==> src/rtl/scl_timing_pkg.sv <==
// Package: shared constants and types for the SCL/SDA timing generator.
// Assumes counts are unsigned peripheral clock cycle numbers.
package scl_timing_pkg;
    localparam int HI_MIN   = 6;  // smallest effective high count
    localparam int LO_MIN   = 8;  // smallest effective low count
    localparam int HI_OFS   = 8;  // fixed cycles added to a high phase
    localparam int LO_OFS   = 1;  // fixed cycles added to a low phase
    localparam int HOLD_OFS = 2;  // fixed cycles added to the SDA hold delay
    localparam int NPAIR    = 3;  // count pairs: standard, fast, high speed

    typedef enum logic [1:0] {
        SPD_RSVD = 2'd0,
        SPD_STD  = 2'd1,
        SPD_FAST = 2'd2,
        SPD_HIGH = 2'd3
    } speed_e;
endpackage

==> src/rtl/scl_cfg_latch.sv <==
// Module: scl_cfg_latch
// Captures the count pairs, hold count and speed field while the controller
// is disabled. It then picks the active pair, applies the minimum clamps and
// adds the phase offsets. Assumes pair index 0 standard, 1 fast, 2 high speed.
module scl_cfg_latch
    import scl_timing_pkg::*;
#(
    parameter int CNT_W  = 16,
    parameter int HOLD_W = 16,
    parameter int LEN_W  = CNT_W + 1
) (
    input  logic                        clk,
    input  logic                        rst_n,
    input  logic                        enable,
    input  logic [1:0]                  speed_i,
    input  logic [NPAIR-1:0][CNT_W-1:0] hi_cnt_i,
    input  logic [NPAIR-1:0][CNT_W-1:0] lo_cnt_i,
    input  logic [HOLD_W-1:0]           hold_i,
    output logic [LEN_W-1:0]            hi_len_o,
    output logic [LEN_W-1:0]            lo_len_o,
    output logic [HOLD_W-1:0]           hold_o
);
    logic [NPAIR-1:0][CNT_W-1:0] hi_q;
    logic [NPAIR-1:0][CNT_W-1:0] lo_q;
    logic [1:0]                  speed_q;
    logic [HOLD_W-1:0]           hold_q;
    logic [1:0]                  sel;
    logic [CNT_W-1:0]            hi_eff;
    logic [CNT_W-1:0]            lo_eff;

    // One capture register pair per speed mode.
    for (genvar p = 0; p < NPAIR; p++) begin : g_pair
        // Capture this pair only while the controller is disabled.
        always_ff @(posedge clk) begin
            if (!rst_n) begin
                hi_q[p] <= '0;
                lo_q[p] <= '0;
            end else if (!enable) begin
                hi_q[p] <= hi_cnt_i[p];
                lo_q[p] <= lo_cnt_i[p];
            end
        end
    end

    // Capture speed field and hold count while disabled.
    always_ff @(posedge clk) begin
        if (!rst_n) begin
            speed_q <= SPD_STD;
            hold_q  <= '0;
        end else if (!enable) begin
            speed_q <= speed_i;
            hold_q  <= hold_i;
        end
    end

    // Map the speed field onto a pair index; the reserved code falls to standard.
    always_comb begin
        unique case (speed_e'(speed_q))
            SPD_FAST: sel = 2'd1;
            SPD_HIGH: sel = 2'd2;
            default:  sel = 2'd0;
        endcase
    end

    // Clamp the selected counts and add the fixed phase offsets.
    always_comb begin
        hi_eff   = (hi_q[sel] < CNT_W'(HI_MIN)) ? CNT_W'(HI_MIN) : hi_q[sel];
        lo_eff   = (lo_q[sel] < CNT_W'(LO_MIN)) ? CNT_W'(LO_MIN) : lo_q[sel];
        hi_len_o = LEN_W'(hi_eff) + LEN_W'(HI_OFS);
        lo_len_o = LEN_W'(lo_eff) + LEN_W'(LO_OFS);
        hold_o   = hold_q;
    end

    // configuration seen by the generator holds still while enabled.
    a_r8_frozen: assert property (@(posedge clk) disable iff (!rst_n)
        (enable && rst_n) |=> ($stable(hi_len_o) && $stable(lo_len_o) && $stable(hold_o)));

    // phase lengths never fall below clamp plus offset.
    a_r4_clamp: assert property (@(posedge clk) disable iff (!rst_n)
        (hi_len_o >= LEN_W'(HI_MIN + HI_OFS)) && (lo_len_o >= LEN_W'(LO_MIN + LO_OFS)));
endmodule

==> src/rtl/scl_phase_gen.sv <==
// Module: scl_phase_gen
// Runs the SCL phase counter: a low phase of lo_len cycles, then a high phase
// of hi_len cycles, repeated while enabled. Registered ticks mark the first
// cycle of each phase. Next-edge events go out combinationally for the hold
// timer. Assumes the lengths stay stable while enabled.
module scl_phase_gen #(
    parameter int LEN_W = 17
) (
    input  logic             clk,
    input  logic             rst_n,
    input  logic             enable,
    input  logic [LEN_W-1:0] hi_len_i,
    input  logic [LEN_W-1:0] lo_len_i,
    output logic             scl_o,
    output logic             rise_tick_o,
    output logic             fall_tick_o,
    output logic             rise_evt_o,
    output logic             fall_evt_o
);
    logic             running;
    logic             phase_hi;
    logic [LEN_W-1:0] cnt;
    logic [LEN_W-1:0] cur_len;
    logic             at_end;

    // Decide which phase boundary, if any, the coming edge crosses.
    always_comb begin
        cur_len    = phase_hi ? hi_len_i : lo_len_i;
        at_end     = (cnt == cur_len - LEN_W'(1));
        rise_evt_o = enable && running && !phase_hi && at_end;
        fall_evt_o = enable && (!running || (phase_hi && at_end));
    end

    // Advance the phase counter and register the edge ticks.
    always_ff @(posedge clk) begin
        if (!rst_n || !enable) begin
            running     <= 1'b0;
            phase_hi    <= 1'b1;
            cnt         <= '0;
            rise_tick_o <= 1'b0;
            fall_tick_o <= 1'b0;
        end else begin
            running     <= 1'b1;
            rise_tick_o <= rise_evt_o;
            fall_tick_o <= fall_evt_o;
            if (fall_evt_o) begin
                phase_hi <= 1'b0;
                cnt      <= '0;
            end else if (rise_evt_o) begin
                phase_hi <= 1'b1;
                cnt      <= '0;
            end else begin
                cnt <= cnt + LEN_W'(1);
            end
        end
    end

    assign scl_o = phase_hi;

    // the two ticks never coincide.
    a_r9_tick_excl: assert property (@(posedge clk) disable iff (!rst_n)
        $onehot0({rise_tick_o, fall_tick_o}));
    // a rising tick sits in a high cycle and a falling tick in a low one.
    a_r9_rise_level: assert property (@(posedge clk) disable iff (!rst_n)
        rise_tick_o |-> scl_o);
    a_r9_fall_level: assert property (@(posedge clk) disable iff (!rst_n)
        fall_tick_o |-> !scl_o);
    // the phase counter stays inside the current phase length.
    a_r3_cnt_bound: assert property (@(posedge clk) disable iff (!rst_n)
        running |-> (cnt < cur_len));
    // disabling idles SCL high with no ticks.
    a_r1_idle: assert property (@(posedge clk) disable iff (!rst_n)
        (!enable && rst_n) |=> (scl_o && !rise_tick_o && !fall_tick_o));
endmodule

==> src/rtl/sda_hold_timer.sv <==
// Module: sda_hold_timer
// Counts hold + 2 cycles from each SCL falling tick and then strobes
// sda_update for one cycle. A rising edge or a disable drops a pending
// strobe. Assumes fall/rise events mark the edge that sets the matching tick.
module sda_hold_timer
    import scl_timing_pkg::*;
#(
    parameter int HOLD_W = 16,
    parameter int HC_W   = HOLD_W + 1
) (
    input  logic              clk,
    input  logic              rst_n,
    input  logic              enable,
    input  logic              fall_evt_i,
    input  logic              rise_evt_i,
    input  logic              scl_i,
    input  logic [HOLD_W-1:0] hold_i,
    output logic              sda_update_o
);
    logic            busy;
    logic [HC_W-1:0] hcnt;
    logic [HC_W-1:0] target;

    // Count value reached one edge before the strobe cycle.
    assign target = HC_W'(hold_i) + HC_W'(HOLD_OFS - 1);

    // Load on a fall, cancel on a rise, strobe when the hold delay expires.
    always_ff @(posedge clk) begin
        if (!rst_n || !enable) begin
            busy         <= 1'b0;
            hcnt         <= '0;
            sda_update_o <= 1'b0;
        end else begin
            sda_update_o <= 1'b0;
            if (fall_evt_i) begin
                busy <= 1'b1;
                hcnt <= '0;
            end else if (rise_evt_i) begin
                busy <= 1'b0;
            end else if (busy) begin
                if (hcnt == target) begin
                    sda_update_o <= 1'b1;
                    busy         <= 1'b0;
                end else begin
                    hcnt <= hcnt + HC_W'(1);
                end
            end
        end
    end

    // the strobe only ever appears while SCL is low.
    a_r7_low_only: assert property (@(posedge clk) disable iff (!rst_n)
        sda_update_o |-> !scl_i);
    // the strobe lasts a single cycle.
    a_r6_single: assert property (@(posedge clk) disable iff (!rst_n)
        sda_update_o |=> !sda_update_o);
endmodule

==> src/rtl/scl_timing_gen.sv <==
// Module: scl_timing_gen (top)
// I2C master SCL/SDA timing generator: it captures configuration while
// disabled, runs the SCL phases while enabled and strobes SDA changes after
// the hold delay. Assumes a single clock domain and synchronous reset.
module scl_timing_gen
    import scl_timing_pkg::*;
#(
    parameter int CNT_W  = 16,
    parameter int HOLD_W = 16
) (
    input  logic              clk,
    input  logic              rst_n,
    input  logic              enable,
    input  logic [1:0]        speed,
    input  logic [CNT_W-1:0]  std_hi_cnt,
    input  logic [CNT_W-1:0]  std_lo_cnt,
    input  logic [CNT_W-1:0]  fast_hi_cnt,
    input  logic [CNT_W-1:0]  fast_lo_cnt,
    input  logic [CNT_W-1:0]  hs_hi_cnt,
    input  logic [CNT_W-1:0]  hs_lo_cnt,
    input  logic [HOLD_W-1:0] hold_cnt,
    output logic              scl_out,
    output logic              rise_tick,
    output logic              fall_tick,
    output logic              sda_update
);
    localparam int LEN_W = CNT_W + 1;

    logic [NPAIR-1:0][CNT_W-1:0] hi_bus;
    logic [NPAIR-1:0][CNT_W-1:0] lo_bus;
    logic [LEN_W-1:0]            hi_len;
    logic [LEN_W-1:0]            lo_len;
    logic [HOLD_W-1:0]           hold_act;
    logic                        rise_evt;
    logic                        fall_evt;

    assign hi_bus = {hs_hi_cnt, fast_hi_cnt, std_hi_cnt};
    assign lo_bus = {hs_lo_cnt, fast_lo_cnt, std_lo_cnt};

    scl_cfg_latch #(.CNT_W(CNT_W), .HOLD_W(HOLD_W), .LEN_W(LEN_W)) u_cfg (
        .clk      (clk),
        .rst_n    (rst_n),
        .enable   (enable),
        .speed_i  (speed),
        .hi_cnt_i (hi_bus),
        .lo_cnt_i (lo_bus),
        .hold_i   (hold_cnt),
        .hi_len_o (hi_len),
        .lo_len_o (lo_len),
        .hold_o   (hold_act)
    );

    scl_phase_gen #(.LEN_W(LEN_W)) u_phase (
        .clk         (clk),
        .rst_n       (rst_n),
        .enable      (enable),
        .hi_len_i    (hi_len),
        .lo_len_i    (lo_len),
        .scl_o       (scl_out),
        .rise_tick_o (rise_tick),
        .fall_tick_o (fall_tick),
        .rise_evt_o  (rise_evt),
        .fall_evt_o  (fall_evt)
    );

    sda_hold_timer #(.HOLD_W(HOLD_W)) u_hold (
        .clk          (clk),
        .rst_n        (rst_n),
        .enable       (enable),
        .fall_evt_i   (fall_evt),
        .rise_evt_i   (rise_evt),
        .scl_i        (scl_out),
        .hold_i       (hold_act),
        .sda_update_o (sda_update)
    );
endmodule

==> config.mk <==
export PLATFORM = sky130hd
export DESIGN_NAME = scl_timing_gen
export DESIGN_NICKNAME = d
export VERILOG_FILES = /design/src/rtl/scl_timing_pkg.sv /design/src/rtl/scl_cfg_latch.sv /design/src/rtl/scl_phase_gen.sv /design/src/rtl/sda_hold_timer.sv /design/src/rtl/scl_timing_gen.sv
export SDC_FILE = /design/constraint.sdc
export NUM_CORES = 1
export LEC_CHECK = 0
export ABC_AREA = 0
export BUFFER_PORTS_ARGS = -buffer_cell sky130_fd_sc_hd__buf_2
export CAP_MARGIN = 20
export CORE_MARGIN = 1.5
export CORE_UTILIZATION = 40
export DETAILED_ROUTE_END_ITERATION = 8
export PLACE_DENSITY = 0.69
export SYNTH_ARGS = -nofsm -noshare
export SYNTH_HDL_FRONTEND = slang
export SYNTH_SLANG_ARGS = --single-unit
==> constraint.sdc <==
create_clock -name clk -period 10.62 [get_ports clk]
set_input_delay 0 -clock clk [delete_from_list [all_inputs] [get_ports clk]]
set_output_delay 0 -clock clk [all_outputs]
set_load 0.005 [all_outputs]
==> impl_results.html <==
<table>
<tr><th>Metric</th><th>Value</th></tr>
<tr><th colspan="2">Run status</th></tr>
<tr><td>Outcome</td><td>completed</td></tr>
<tr><th colspan="2">Detailed routing</th></tr>
<tr><td>Top metal layer carrying routed signals</td><td>met4</td></tr>
<tr><td>Average routed wire per standard cell</td><td>16.3 um</td></tr>
<tr><td>Vias per cell</td><td>roughly 5.4</td></tr>
<tr><td>Via count</td><td>8114</td></tr>
<tr><td>Detailed router's first-iteration violation count</td><td>501</td></tr>
<tr><td>Met2 wire length</td><td>about 12 mm</td></tr>
<tr><td>Met3 wirelength from detailed routing</td><td>~1000 um</td></tr>
<tr><td>Detailed Routing Iterations Pass 1</td><td>5</td></tr>
<tr><td>Detailed-route DRC error count</td><td>0</td></tr>
<tr><td>Routed wire length</td><td>approximately 25 mm</td></tr>
<tr><td>Detailed-route wire length on metal 1</td><td>10.9 mm</td></tr>
<tr><td>Number of nets with antenna violations after detailed routing</td><td>0</td></tr>
<tr><th colspan="2">STA</th></tr>
<tr><td>Setup TNS Final</td><td>0 ps</td></tr>
<tr><td>Setup skew after layout</td><td>roughly 14 ps</td></tr>
<tr><td>Number of setup violations in the final report</td><td>0</td></tr>
<tr><td>Hold Violations, Final</td><td>0</td></tr>
<tr><td>Worst Tran Pin Value</td><td>999 ps</td></tr>
<tr><td>Setup repair after global routing missed its margin</td><td>no</td></tr>
<tr><td>Part of the cycle the worst path needs</td><td>62.9%</td></tr>
<tr><td>Headroom to the max-slew limit</td><td>~33%</td></tr>
<tr><td>Max-slew violations</td><td>0</td></tr>
<tr><td>Final Critical Period</td><td>6680 ps</td></tr>
<tr><td>Maximum achievable frequency</td><td>around 0.15 GHz</td></tr>
<tr><th colspan="2">Yosys</th></tr>
<tr><td>Dominant synthesized flop cell</td><td>dfxtp_1</td></tr>
<tr><td>Net count after synthesis</td><td>roughly 1100</td></tr>
<tr><td>Number of library cell types mapped by synthesis</td><td>79</td></tr>
<tr><td>Share of flip-flops with an asynchronous set or reset</td><td>0%</td></tr>
<tr><td>Post-Synthesis Cell Area</td><td>0.00908 mm^2</td></tr>
<tr><td>Proportion of synthesized chip area in sequential cells</td><td>approximately 34%</td></tr>
<tr><td>Synth warnings</td><td>0</td></tr>
<tr><td>Cell count after synthesis</td><td>1011</td></tr>
<tr><td>Avg Cell Area, Syn</td><td>8.98 um^2</td></tr>
<tr><td>Flop and latch count out of synthesis</td><td>154</td></tr>
<tr><td>Number of flops mapped to enable cells by yosys</td><td>0</td></tr>
<tr><th colspan="2">Floorplan</th></tr>
<tr><td>Initial core utilization</td><td>41.2%</td></tr>
<tr><td>Number of core rows</td><td>54</td></tr>
<tr><td>DIE HEIGHT</td><td>154 um</td></tr>
<tr><td>Horiz. Die Dim</td><td>between 150 and 200 um</td></tr>
<tr><td>Area of the placeable core</td><td>roughly 0.022 mm^2</td></tr>
<tr><td>Die Footprint</td><td>0.0236 mm^2</td></tr>
<tr><td>Number of I/O pins</td><td>121</td></tr>
<tr><th colspan="2">Clock tree</th></tr>
<tr><td>CTS HTree Levels</td><td>4</td></tr>
<tr><td>Buffer levels on the longest clock path</td><td>2</td></tr>
<tr><td>Later-pin clock latency in the skew report</td><td>430 ps</td></tr>
<tr><td>Clock tree from TritonCTS</td><td>built</td></tr>
<tr><td>CTS Buf Count</td><td>17</td></tr>
<tr><td>Root Driver</td><td>clkbuf_16</td></tr>
<tr><td>Clock sink count</td><td>154</td></tr>
<tr><td>Post CTS Setup Buffer Count</td><td>0</td></tr>
<tr><td>Clock transition at the registers of the reported paths</td><td>70 ps</td></tr>
<tr><th colspan="2">Job</th></tr>
<tr><td>Maximum Capacitance Violations</td><td>0</td></tr>
<tr><th colspan="2">Worst setup path</th></tr>
<tr><td>Startpoint types</td><td>register</td></tr>
<tr><td>Worst path required time</td><td>~11000 ps</td></tr>
<tr><td>Cell with the largest stage delay on the worst path</td><td>dfxtp_2</td></tr>
<tr><td>Critical Path End Type</td><td>register</td></tr>
<tr><td>Worst setup path class</td><td>reg -&gt; reg</td></tr>
<tr><td>Maximum net fanout on the critical path</td><td>33</td></tr>
<tr><td>Arrival time of data at the critical path endpoint</td><td>6990 ps</td></tr>
<tr><td>Largest stage delay, worst path</td><td>970 ps</td></tr>
<tr><td>CP Cell Sequence</td><td>mux2i_1 -&gt; a21oi_1 -&gt; or4_1 -&gt; nor4_4 -&gt; nor2_2 -&gt; ha_1 -&gt; o21a_1 -&gt; a21bo_2 -&gt; nor3_1 -&gt; o31a_1 -&gt; o31ai_2 -&gt; nor3b_2 -&gt; o2111ai_1 -&gt; a221oi_1 -&gt; a211oi_1 -&gt; or4_1 -&gt; o21ai_2 -&gt; buf_8 -&gt; mux2i_1 -&gt; nor2_1</td></tr>
<tr><th colspan="2">GRT</th></tr>
<tr><td>Number of global-route vias before repair</td><td>8079</td></tr>
<tr><td>Antenna violations before repair</td><td>1</td></tr>
<tr><td>Maximum number of pins on one net before global-route repair</td><td>70</td></tr>
<tr><td>Global route overflow</td><td>0</td></tr>
<tr><td>Overall Global Routing Usage</td><td>between 20% and 30%</td></tr>
<tr><td>Global-route wire length before repair</td><td>39.9 mm</td></tr>
<tr><th colspan="2">Power</th></tr>
<tr><td>Standby leakage power</td><td>roughly 0.0048 uW</td></tr>
<tr><td>Power per unit of standard cell area</td><td>about 140 mW/mm^2</td></tr>
<tr><td>IR drop worst, VDD</td><td>just under 0.1 mV</td></tr>
<tr><th colspan="2">Layout</th></tr>
<tr><td>Cell Count, Final, Fillers Out</td><td>1507</td></tr>
<tr><td>Highest-count cells in the layout ignoring fill and taps</td><td>152 x dfxtp_1, 149 x mux2i_1, 119 x buf_2</td></tr>
<tr><td>Fraction of final layout cells sized beyond drive strength 1</td><td>16.2%</td></tr>
<tr><td>Layout net count</td><td>around 1300</td></tr>
<tr><td>Relative area change from synthesis to final layout</td><td>27.3%</td></tr>
<tr><td>Most common library cell in the layout ignoring fill and taps</td><td>dfxtp_1</td></tr>
<tr><th colspan="2">Placed design</th></tr>
<tr><td>Placed cell count</td><td>1359</td></tr>
<tr><td>Port-buffer cells</td><td>120</td></tr>
<tr><td>Final weighted congestion of routability-driven global placement</td><td>around 0.91</td></tr>
<tr><td>Placed wire-length estimate</td><td>16.2 mm</td></tr>
<tr><th colspan="2">Hold path</th></tr>
<tr><td>Worst hold path class</td><td>in -&gt; reg</td></tr>
</table>
## cells by family after synthesis
kind of cell	Yosys count	synth area share, %
multiplexers	164	18.4
flip-flops	154	33.9
XOR/XNOR	71	6.85
adder cells (fa/ha/maj)	6	0.827
buffers and inverters	71	4.01
AND/OR/NAND/NOR	389	24.0
AO/OA/AOI/OAI	156	12.0
## per-stage QoR
step,setup slack [ps],total power [uW],hold slack (ps),area [um^2],util (%)
detailed placement,3590,885,238,9770,44.3
CTS,3590,1580,128,11500,52.4
global route,3380,1630,167,11600,52.5
global placement,3800,881,233,9770,44.3
finish,3940,1570,128,11600,52.5
floorplan,5260,820,125,9080,-
## cells in the mapped netlist, types with 9 or more instances
cell | instances | area, um^2
nand2_1 | 46 | 173
a21o_1 | 19 | 143
inv_1 | 11 | 41.3
nor3_1 | 18 | 90.1
o31ai_1 | 9 | 67.6
or3_1 | 18 | 113
xnor2_1 | 43 | 377
xor2_1 | 28 | 245
buf_6 | 10 | 113
dfxtp_1 | 154 | 3080
clkbuf_1 | 32 | 120
and3_1 | 10 | 62.6
o21ai_0 | 16 | 80.1
nor2b_1 | 117 | 732
nand3_1 | 31 | 155
mux2i_1 | 149 | 1490
nand4_1 | 21 | 131
a21oi_1 | 43 | 215
nor2_1 | 77 | 289
## repair_timing
item | CTS | global route
gates resized for setup | 0 | 0
endpoints found under the hold margin | 114 | 0
hold buffers | 114 | 0
## routing by layer
metal / up-vias / track usage [%]
met1: 3793 / 25.2
met5: - / 0
met4: 0 / 8.14
met2: 250 / 36.6
li1: 4016 / -
met3: 55 / 3.61
## power by group
part | switching [uW] | internal, uW
clock network | 278 | 381
registers | 22.5 | 604
logic | 150 | 137
## flip-flops by register name, indices dropped and copies added, names as in the netlist
name	cells
u_phase.cnt	17
u_hold.sda_update_o	1
u_cfg.hold_o	16
u_phase.rise_tick_o	1
u_phase.fall_tick_o	1
u_phase.running	1
u_hold.hcnt	17
u_hold.busy	1
u_cfg.hi_q	48
u_cfg.speed_q	2
u_cfg.lo_q	48
u_phase.scl_o	1
## cell type report
| class | count | area (um^2) |
|---|---|---|
| Multi-Input combinational cell | 786 | 5630 |
| Inverter | 14 | 52.6 |
| Clock inverter | 15 | 209 |
| Antenna cell | 1 | 2.50 |
| Sequential cell | 154 | 3090 |
| Tap cell | 280 | 350 |
| Fill cell | 1937 | 10500 |
| Timing Repair Buffer | 240 | 1800 |
| Clock buffer | 17 | 425 |
## path summary, 6_finish.rpt
path | slack, ps | cells after the start | endpoint | start
max reg2reg | 3940 | 20 | u_hold.hcnt[1] | u_cfg.speed_q[0]
max | 3940 | 20 | u_hold.hcnt[1] | u_cfg.speed_q[0]
min | 130 | 3 | u_cfg.speed_q[0] | enable
min reg2reg | 470 | 2 | u_hold.sda_update_o | u_hold.busy
## critical path, delay by kind of cell (launching register included)
family / cells / cell delay [ps]
and+or+nand+nor: 7 / 2340
AOI/OAI and AO/OA: 9 / 2250
DFF: 1 / 970
muxes: 2 / 460
adders and majority gates: 1 / 290
buffers and inverters: 1 / 230
Note: power is estimated with default switching activity, not from simulation.
